===== config.mk =====
export PLATFORM = sky130hd
export DESIGN_NAME = cas_mf_align
export DESIGN_NICKNAME = d
export VERILOG_FILES = /design/src/rtl/cas_mf_pkg.sv /design/src/rtl/cas_mfas_detect.sv /design/src/rtl/cas_mf_tracker.sv /design/src/rtl/cas_mf_loss.sv /design/src/rtl/cas_mf_align.sv
export SDC_FILE = /design/constraint.sdc
export NUM_CORES = 1
export LEC_CHECK = 0
export BUFFER_PORTS_ARGS = -buffer_cell sky130_fd_sc_hd__buf_2
export CAP_MARGIN = 20
export CELL_PAD_IN_SITES_DETAIL_PLACEMENT = 0
export CELL_PAD_IN_SITES_GLOBAL_PLACEMENT = 1
export CORE_ASPECT_RATIO = 0.7
export CORE_UTILIZATION = 30
export CTS_CLUSTER_SIZE = 14
export DETAILED_ROUTE_END_ITERATION = 8
export PLACE_DENSITY_LB_ADDON = 0.3
export SLEW_MARGIN = 20
export SYNTH_ARGS = -nofsm -noshare
export SYNTH_HDL_FRONTEND = slang
export SYNTH_SLANG_ARGS = --single-unit

===== constraint.sdc =====
create_clock -name clk -period 4.5 [get_ports clk]
set_input_delay 0.45 -clock clk [delete_from_list [all_inputs] [get_ports clk]]
set_output_delay 0.45 -clock clk [all_outputs]
set_load 0.005 [all_outputs]

===== src/rtl/cas_mf_pkg.sv =====
package cas_mf_pkg;
  typedef enum logic {MF_SEARCH = 1'b0, MF_LOCKED = 1'b1} mf_state_e;
endpackage


===== src/rtl/cas_mfas_detect.sv =====
// Classifies one timeslot-16 byte: pattern in the leading nibble, all zero.
module cas_mfas_detect #(
  parameter int TS_W  = 8,
  parameter int PAT_W = 4
) (
  input  logic [TS_W-1:0] ts,
  output logic            is_pattern,
  output logic            is_zero
);
  localparam int LO_W = TS_W - PAT_W;

  logic [PAT_W-1:0] lead;
  logic [LO_W-1:0]  tail;

  assign lead       = ts[TS_W-1 -: PAT_W];
  assign tail       = ts[LO_W-1:0];
  assign is_pattern = (lead == '0);
  assign is_zero    = is_pattern && (tail == '0);
endmodule


===== src/rtl/cas_mf_tracker.sv =====
// Search/aligned state and the frame-within-multiframe counter.
module cas_mf_tracker
  import cas_mf_pkg::*;
#(
  parameter int MF_LEN = 16,
  localparam int FW = $clog2(MF_LEN)
) (
  input  logic          clk,
  input  logic          rst_n,
  input  logic          valid,
  input  logic          acquire,
  input  logic          loss,
  output logic          locked,
  output logic [FW-1:0] frame
);
  localparam logic [FW-1:0] LAST = FW'(MF_LEN - 1);

  mf_state_e state;

  always_ff @(posedge clk) begin
    if (!rst_n) begin
      state <= MF_SEARCH;
      frame <= '0;
    end else if (valid) begin
      unique case (state)
        MF_SEARCH: begin
          frame <= '0;
          if (acquire) state <= MF_LOCKED;
        end
        MF_LOCKED: begin
          if (loss) begin
            state <= MF_SEARCH;
            frame <= '0;
          end else begin
            frame <= (frame == LAST) ? '0 : frame + FW'(1);
          end
        end
        default: state <= MF_SEARCH;
      endcase
    end
  end

  assign locked = (state == MF_LOCKED);
endmodule


===== src/rtl/cas_mf_loss.sv =====
// Loss criteria: consecutive errored patterns, and the all-zero multiframe.
module cas_mf_loss #(
  parameter int MF_LEN    = 16,
  parameter int ERR_LIMIT = 2,
  localparam int FW = $clog2(MF_LEN),
  localparam int EW = $clog2(ERR_LIMIT + 1)
) (
  input  logic          clk,
  input  logic          rst_n,
  input  logic          valid,
  input  logic          acquire,
  input  logic          locked,
  input  logic [FW-1:0] frame,
  input  logic          is_pattern,
  input  logic          is_zero,
  input  logic          ext_mode,
  output logic          loss
);
  localparam logic [FW-1:0] LAST = FW'(MF_LEN - 1);

  logic [EW-1:0] err_cnt;
  logic          zero_run;
  logic [FW-1:0] nxt;
  logic          at_start, at_end, pat_loss, zero_loss;

  assign nxt       = (frame == LAST) ? '0 : frame + FW'(1);
  assign at_start  = locked && (nxt == '0);
  assign at_end    = locked && (nxt == LAST);
  assign pat_loss  = at_start && !is_pattern && (err_cnt == EW'(ERR_LIMIT - 1));
  assign zero_loss = ext_mode && at_end && zero_run && is_zero;
  assign loss      = pat_loss || zero_loss;

  always_ff @(posedge clk) begin
    if (!rst_n) begin
      err_cnt  <= '0;
      zero_run <= 1'b0;
    end else if (valid) begin
      if (acquire) begin
        err_cnt  <= '0;
        zero_run <= is_zero;
      end else if (locked) begin
        if (loss) begin
          err_cnt  <= '0;
          zero_run <= 1'b0;
        end else if (at_start) begin
          err_cnt  <= is_pattern ? '0 : err_cnt + EW'(1);
          zero_run <= is_zero;
        end else begin
          zero_run <= zero_run && is_zero;
        end
      end
    end
  end
endmodule


===== src/rtl/cas_mf_align.sv =====
module cas_mf_align #(
  parameter int TS_W      = 8,
  parameter int PAT_W     = 4,
  parameter int MF_LEN    = 16,
  parameter int ERR_LIMIT = 2,
  localparam int FW = $clog2(MF_LEN)
) (
  input  logic            clk,
  input  logic            rst_n,
  input  logic            ext_mode,
  input  logic            ts_valid,
  output logic            ts_ready,
  input  logic [TS_W-1:0] ts_data,
  output logic            mf_locked,
  output logic [FW-1:0]   mf_frame,
  output logic            mf_resync
);
  logic is_pattern, is_zero, prev_nz, acquire, loss;

  cas_mfas_detect #(.TS_W(TS_W), .PAT_W(PAT_W)) u_det (
    .ts(ts_data), .is_pattern(is_pattern), .is_zero(is_zero)
  );

  assign acquire  = ts_valid && !mf_locked && is_pattern && prev_nz;
  assign ts_ready = 1'b1;

  cas_mf_tracker #(.MF_LEN(MF_LEN)) u_trk (
    .clk(clk), .rst_n(rst_n), .valid(ts_valid), .acquire(acquire),
    .loss(loss), .locked(mf_locked), .frame(mf_frame)
  );

  cas_mf_loss #(.MF_LEN(MF_LEN), .ERR_LIMIT(ERR_LIMIT)) u_loss (
    .clk(clk), .rst_n(rst_n), .valid(ts_valid), .acquire(acquire),
    .locked(mf_locked), .frame(mf_frame), .is_pattern(is_pattern),
    .is_zero(is_zero), .ext_mode(ext_mode), .loss(loss)
  );

  always_ff @(posedge clk) begin
    if (!rst_n) begin
      prev_nz   <= 1'b0;
      mf_resync <= 1'b0;
    end else begin
      mf_resync <= ts_valid && mf_locked && loss;
      if (ts_valid) prev_nz <= (ts_data != '0);
    end
  end
endmodule


**Word level (Yosys, flattened, before mapping)**

Index checks and enable logic that the tools add are counted.

- Multiplexer cells: 15
- Bitwise logic cells: 1
- $add $sub $neg: 2
- Reductions and logical operators: 25
- Equality and inequality tests: 3

Operators by type and width:

| kind | number |
|---|---|
| $logic_and 1x1->1 | 14 |
| $logic_not 4->1 | 3 |
| $mux 2 | 5 |
| $eq 4x4->1 const B | 2 |
| $mux 4 | 2 |
| $pmux 4 s2 | 1 |
| $reduce_bool 8->1 | 1 |
| $mux 1 | 6 |
| $add 4x1->4 const B | 1 |
| $reduce_and 3->1 | 1 |
| $reduce_bool 3->1 | 1 |
| $add 2x1->2 const B | 1 |
| $eq 2x1->1 const B | 1 |
| $logic_not 1->1 | 2 |
| $pmux 1 s2 | 1 |
| $reduce_and 2->1 | 1 |
| $reduce_bool 2->1 | 1 |
| $logic_or 1x1->1 | 1 |
| $not 1->1 | 1 |

- Word-level logic and storage cells: 52
- Output and inout port bits: 7
- Flip-flop bits (word level): 10
- Input bits: 12

**Depth between registers and ports, before layout**

- Depth after elaboration: 11
- Gate-level depth with buffers: 7
- Mapped depth without buffers: 7

**Hierarchy**

From an unflattened synthesis, not the netlist that was laid out.

- Cells, all modules: 67
- Area, all modules: 584.3 um^2

By module, submodules not included:

| module | instances | area each (um^2) | sequential area each (um^2) | cells an instance |
|---|---|---|---|---|
| cas_mf_tracker | 1 | 245.2 | 100.1 | 30 |
| cas_mf_loss | 1 | 207.7 | 60.1 | 24 |
| cas_mf_align | 1 | 106.4 | 40.0 | 10 |
| cas_mfas_detect | 1 | 25.0 | 0.0 | 3 |

**Worst setup path before layout**

Ideal clock, no wire load.

- Path type: flip-flop to flip-flop
- Start point: register u_trk.frame[1]
- End point: register u_trk.state, in the netlist u_trk.locked
- Setup slack: 2.771 ns
- Data arrival time: 1.588 ns
- Clock period less this slack: 1.729 ns
- Required time: 4.359 ns
- Cell stages (with the launch flop): 6
- Setup time: 0.141 ns
- Buffers on the path: 0
- Cell sequence: dfxtp_1 -> ha_1 -> a31oi_1 -> or3b_2 -> o21bai_4 -> a221oi_1

- Cells in the longest elaborated chain, start to end: 10
- Elaborated cells between the ends (all ways): 15
- Classes of those cells: add/sub (1); eq/ne (2); mux (3); reduce/logical (9)

RTL lines:

| element | line | text |
|---|---|---|
| from (decl) | cas_mf_tracker.sv:14 | `output logic [FW-1:0] frame` |
| from (signal assigned) | cas_mf_tracker.sv:35 | `frame <= (frame == LAST) ? '0 : frame + FW'(1);` |
| $add 4x1->4 / $eq 4x4->1 (equally long branches) | cas_mf_loss.sv:26 | `assign nxt = (frame == LAST) ? '0 : frame + FW'(1);` |
| $mux 4 * | cas_mf_loss.sv:26 |  |
| $eq 4x4->1 | cas_mf_loss.sv:28 | `assign at_end = locked && (nxt == LAST);` |
| $logic_and 1x1->1 | cas_mf_loss.sv:28 |  |
| $logic_and 1x1->1 (3 in a row) | cas_mf_loss.sv:30 | `assign zero_loss = ext_mode && at_end && zero_run && is_zero;` |
| $logic_or 1x1->1 * | cas_mf_loss.sv:31 | `assign loss = pat_loss \|\| zero_loss;` |
| $mux 1 * | cas_mf_tracker.sv:31 | `if (loss) begin` |
| $pmux 1 s2 * | cas_mf_tracker.sv:25 | `unique case (state)` |
| to (signal assigned) | cas_mf_tracker.sv:28 | `if (acquire) state <= MF_LOCKED;` |
| to (signal assigned) | cas_mf_tracker.sv:32 | `state <= MF_SEARCH;` |
| to (signal assigned) | cas_mf_tracker.sv:38 | `default: state <= MF_SEARCH;` |
| to (decl) | cas_mf_tracker.sv:18 | `mf_state_e state;` |

Mark *: on every way between the ends. The rest lies on a longest branch, timed or not.
A chain may end at the register's enable or synchronous reset.

**Worst setup path in the final report**

- Start point: register u_trk.frame[1]
- End point: register mf_resync

- Cells in the longest elaborated chain, start to end: 9
- Elaborated cells between the ends (all ways): 14
- Classes of those cells: add/sub (1); eq/ne (2); mux (1); reduce/logical (10)

RTL lines:

| element | line | text |
|---|---|---|
| $add 4x1->4 / $eq 4x4->1 (equally long branches) | cas_mf_loss.sv:26 |  |
| $mux 4 * | cas_mf_loss.sv:26 |  |
| $eq 4x4->1 | cas_mf_loss.sv:28 |  |
| $logic_and 1x1->1 | cas_mf_loss.sv:28 |  |
| $logic_and 1x1->1 (3 in a row) | cas_mf_loss.sv:30 |  |
| $logic_or 1x1->1 * | cas_mf_loss.sv:31 |  |
| $logic_and 1x1->1 * | cas_mf_align.sv:43 | `mf_resync <= ts_valid && mf_locked && loss;` |
| to (signal assigned) | cas_mf_align.sv:43 |  |
| to (decl) | cas_mf_align.sv:16 | `output logic mf_resync` |

Marked as above.

==> impl_metrics.py <==
metrics = {
    "sta": {
        "worst_clock_skew_ns": 0.01111,
        "unrepaired_setup_endpoints_after_global_routing": "false",
        "fmax_mhz": 513.0,
        "postLayoutSetupSlackWorst_ns": 2.551,
        "drv_slew": 0,
        "hold_ws_ns": 0.4980,
        "finalWorstPathRequiredPeriod_ns": 1.949,
        "setup-violations-final": 0,
        "report.final.hold_viol_count": 0,
        "final_min_period_over_clock_period_pct": 43.31,
        "setup_tns_ns": 0,
    },
    "worst_setup_path": {
        "worst_r2r_endpoint": "mf_resync$_SDFF_PN0_",
        "cp_data_arrival_time_ns": 2.15,
        "setup.worst_path.end_class": "flop",
        "worst-path-max-fanout": 8,
        "crit-reg2reg-launch": "u_trk.frame[1]$_SDFFE_PN0P_",
        "slowest_stage": "sky130_fd_sc_hd__or3b_2",
        "worst-path-buf-inv": 0,
        "ff2ff_path_depth": 5,
        "rrSetupSlack_ns": 2.55,
        "slowest_delay_ns": 0.56,
        "worstPathCellList": "ha_1 > a31oi_1 > or3b_2 > o21bai_4 > nor3b_2",
        "critPathTopFamily": "simple AND/OR/NAND/NOR gates",
        "crit_path_start_kind": "flop",
        "crit_required_ns": 4.70,
        "critical_path_class": "flop to flop",
    },
    "pwr": {
        "power_switching_share_pct": 23.72,
        "power.internal_uw": 144.9,
        "switchingPower_uw": 45.08,
        "clock_power_share_pct": 44.4,
        "combinational_group_share_of_total_power_pct": 8.0,
        "power_per_cell_area_nw_per_um2": 228.0,
        "power.sequential.fraction_pct": 47.5,
        "cellLeakagePower_nw": 0.3239,
        "post-layout-total-power_uw": 190.0,
        "worst_ir_drop_vdd_v": 0.0001346,
    },
    "yosys": {
        "post_synth.cell_area_avg_sq_um": 9.109,
        "yosys.area_share.xor_xnor_pct": 0,
        "synth.most_common_cell": "sky130_fd_sc_hd__dfxtp_1",
        "synth_nets": 91,
        "synth-simple-area-share_pct": 30.95,
        "ys_seq_area_share_pct": 29.30,
        "yosys-mux-area-fraction_pct": 0,
        "synth_fa_ha_area_share_pct": 7.326,
        "syn_area_sq_um": 683.2,
        "synth.top_cells.by_area": "sky130_fd_sc_hd__dfxtp_1 (29%), sky130_fd_sc_hd__ha_1 (7.3%), sky130_fd_sc_hd__nand2_1 (3.8%)",
        "synth.largest_area_cell": "sky130_fd_sc_hd__dfxtp_1",
        "yosys_warnings": 0,
        "ys_async_sr_fraction_pct": 0,
        "synthesis.instances": 75,
        "ys_seq_elements": 10,
        "dominant_synthesized_flop_cell": "sky130_fd_sc_hd__dfxtp_1",
        "synth_top_area_share_pct": 29.30,
        "synth_top_cells_by_count": "sky130_fd_sc_hd__dfxtp_1 (10), sky130_fd_sc_hd__nand2_1 (7), sky130_fd_sc_hd__inv_1 (5)",
        "synth.lib_cells_used.distinct": 38,
        "synth_edf_count": 0,
        "synth_top_family_by_area": "simple AND/OR/NAND/NOR gates",
        "synth_compound_area_share_pct": 26.92,
    },
    "floorplanning": {
        "row_count": 14,
        "ioPinCount": 19,
        "design.core.area_sq_um": 2155,
        "chipHeight_microns": 41.93,
        "fp.dieArea_sq_um": 2475,
        "effective_utilization_at_floorplan_pct": 31.71,
        "chipWidth_microns": 59.04,
    },
    "final_layout": {
        "final_core_util_pct": 38.68,
        "antennaDiodeCount": 0,
        "finalNetCount": 111,
        "share_of_cells_above_drive_strength_1_pct": 30.85,
        "area_growth_syn_to_layout_pct": 21.98,
    },
    "drt": {
        "wl_mm": 1.685,
        "final_antenna_net_count": 0,
        "dr.pass1.iters": 4,
        "vias_per_cell": 5.119,
        "route.detailed.drc": 0,
        "detail_route.iter0.violations": 16,
        "wl_per_cell_microns": 13.37,
        "detailed_route_via_count": 645,
    },
    "job": {
        "max-cap-violations": 0,
    },
    "cts": {
        "post_cts_resized": 0,
        "cts_tree": "yes",
        "cts_num_sinks": 10,
        "clk_transition_reported_paths_ns": 0.08,
        "post_cts_buffers": 0,
        "cts-buffers-inserted": 3,
        "cts_hold_buffers": 0,
        "clockRootBuffer": "sky130_fd_sc_hd__clkbuf_4",
        "clock_insertion_delay_worst_skew_ns": 0.28,
        "cts_max_path_buffers": 2,
        "clock_tree.htree_level_count": 1,
    },
    "global_route": {
        "grt_pass1_vias": 533,
        "grt_antenna_before_repair": 0,
        "global_route.usage.total_pct": 14.22,
        "grt_pass1_wl_mm": 2.470,
        "pin_count_of_the_biggest_net_entering_global_routing": 17,
        "overflow": 0,
    },
    "worst_hold_path": {
        "holdCritPathClass": "primary input to flop",
        "holdPathEnd": "u_trk.frame[3]$_SDFFE_PN0P_",
        "worst_hold_startpoint": "rst_n",
        "hold_path_depth": 2,
    },
    "placement": {
        "pre_cts_ws_ns": 2.526,
        "gp_congestion": 0.7479,
        "portBuffers": 17,
        "hpwlAfterDp_mm": 1.256,
    },
    "outcome": {
        "status": "finished, final reports clean",
    },
}
## logic make-up after synthesis
kind of cell	after synthesis
DFF	10
adders and majority gates	4
AOI/OAI and AO/OA	21
buffers and inverters	8
and+or+nand+nor	31
other	1
## flip-flops by register name (all words and copies together), names as in the netlist
name             count
prev_nz              1
u_trk.frame          4
u_trk.locked         1
u_loss.zero_run      1
u_loss.err_cnt       2
mf_resync            1
## power groups by stage
stage	combinational (mW)	sequential [mW]	clock, mW
after floorplan	0.00712	0.0921	0
after global placement	0.0148	0.0924	0
after detailed placement	0.0150	0.0924	0
after CTS	0.0150	0.0903	0.0875
after global routing	0.0166	0.0905	0.0906
final	0.0152	0.0903	0.0844
## per-stage QoR
step / instances / cell area, sq um
2_1_floorplan: 75 / 683.2
3_3_place_gp: 122 / 797.0
3_5_place_dp: 122 / 797.0
4_1_cts: 126 / 833.3
5_1_grt: 126 / 833.3
6_report: 126 / 833.3
## layout by cell type (no fill, tap or decap)
master	netlist	routed
sky130_fd_sc_hd__conb_1	1	1
sky130_fd_sc_hd__o21bai_4	1	1
sky130_fd_sc_hd__o22ai_1	1	1
sky130_fd_sc_hd__o311a_1	1	1
sky130_fd_sc_hd__nor2_1	3	3
sky130_fd_sc_hd__or3b_2	1	1
sky130_fd_sc_hd__clkbuf_4	0	3
sky130_fd_sc_hd__nor4b_1	2	2
sky130_fd_sc_hd__o221a_2	1	1
sky130_fd_sc_hd__buf_2	0	17
sky130_fd_sc_hd__nand2b_1	4	4
sky130_fd_sc_hd__nand2_1	7	7
sky130_fd_sc_hd__clkinv_1	1	1
sky130_fd_sc_hd__clkbuf_8	0	1
sky130_fd_sc_hd__o221ai_1	2	2
sky130_fd_sc_hd__o41ai_1	1	1
sky130_fd_sc_hd__and2_1	2	2
sky130_fd_sc_hd__a211o_1	2	2
sky130_fd_sc_hd__a21oi_1	2	2
sky130_fd_sc_hd__nor4_4	1	1
sky130_fd_sc_hd__nand4_1	1	1
sky130_fd_sc_hd__nand3b_1	3	3
sky130_fd_sc_hd__inv_1	5	5
sky130_fd_sc_hd__a221oi_1	1	1
sky130_fd_sc_hd__o211ai_1	2	2
sky130_fd_sc_hd__a311o_1	1	1
sky130_fd_sc_hd__ha_1	4	4
sky130_fd_sc_hd__a21o_1	1	1
sky130_fd_sc_hd__dfxtp_1	10	10
sky130_fd_sc_hd__a311oi_1	1	1
sky130_fd_sc_hd__o32ai_1	2	2
sky130_fd_sc_hd__nand4b_1	1	1
sky130_fd_sc_hd__nor3b_2	1	1
sky130_fd_sc_hd__a211o_2	1	1
sky130_fd_sc_hd__nand2_2	1	1
sky130_fd_sc_hd__nor3_4	1	1
sky130_fd_sc_hd__nor4_1	1	1
sky130_fd_sc_hd__a31oi_1	1	1
sky130_fd_sc_hd__nor3_1	2	2
## worst max-delay path by stage
stage | start | end | cells past startpoint
3_5_place_dp | ts_data[5] | mf_resync$_SDFF_PN0_ | 6
2_1_floorplan | u_trk.frame[1]$_SDFFE_PN0P_ | u_trk.locked$_SDFFE_PN0P_ | 5
5_1_grt | u_trk.frame[1]$_SDFFE_PN0P_ | mf_resync$_SDFF_PN0_ | 5
6_report | u_trk.frame[1]$_SDFFE_PN0P_ | mf_resync$_SDFF_PN0_ | 5
4_1_cts | u_trk.frame[1]$_SDFFE_PN0P_ | mf_resync$_SDFF_PN0_ | 5
3_3_place_gp | u_trk.frame[1]$_SDFFE_PN0P_ | mf_resync$_SDFF_PN0_ | 5
## worst reg2reg max path: stages, from the launching register on
cell	delay (ns)
sky130_fd_sc_hd__dfxtp_1	0.46
sky130_fd_sc_hd__ha_1	0.33
sky130_fd_sc_hd__a31oi_1	0.19
sky130_fd_sc_hd__or3b_2	0.56
sky130_fd_sc_hd__o21bai_4	0.17
sky130_fd_sc_hd__nor3b_2	0.17
## layout make-up
cell class,count,area (sq um)
Fill cell,229,1321
Multi-Input combinational cell,57,449.2
Sequential cell,10,200.2
Timing Repair Buffer,17,85.08
Tap cell,32,40.04
Clock buffer,4,36.28
Inverter,6,22.52
## routing by layer
| layer | vias up | track usage [%] | routed length [microns] | share of wire, % |
|---|---|---|---|---|
| li1 | 324 | - | - | - |
| met1 | 306 | 20.19 | 863 | 51 |
| met2 | 13 | 18.41 | 715 | 42 |
| met3 | 2 | 6.231 | 95 | 5.6 |
| met4 | 0 | 5.714 | 10 | 0.59 |
| met5 | - | 0 | 0 | 0 |
No activity file was read; power rests on OpenSTA's default activity.
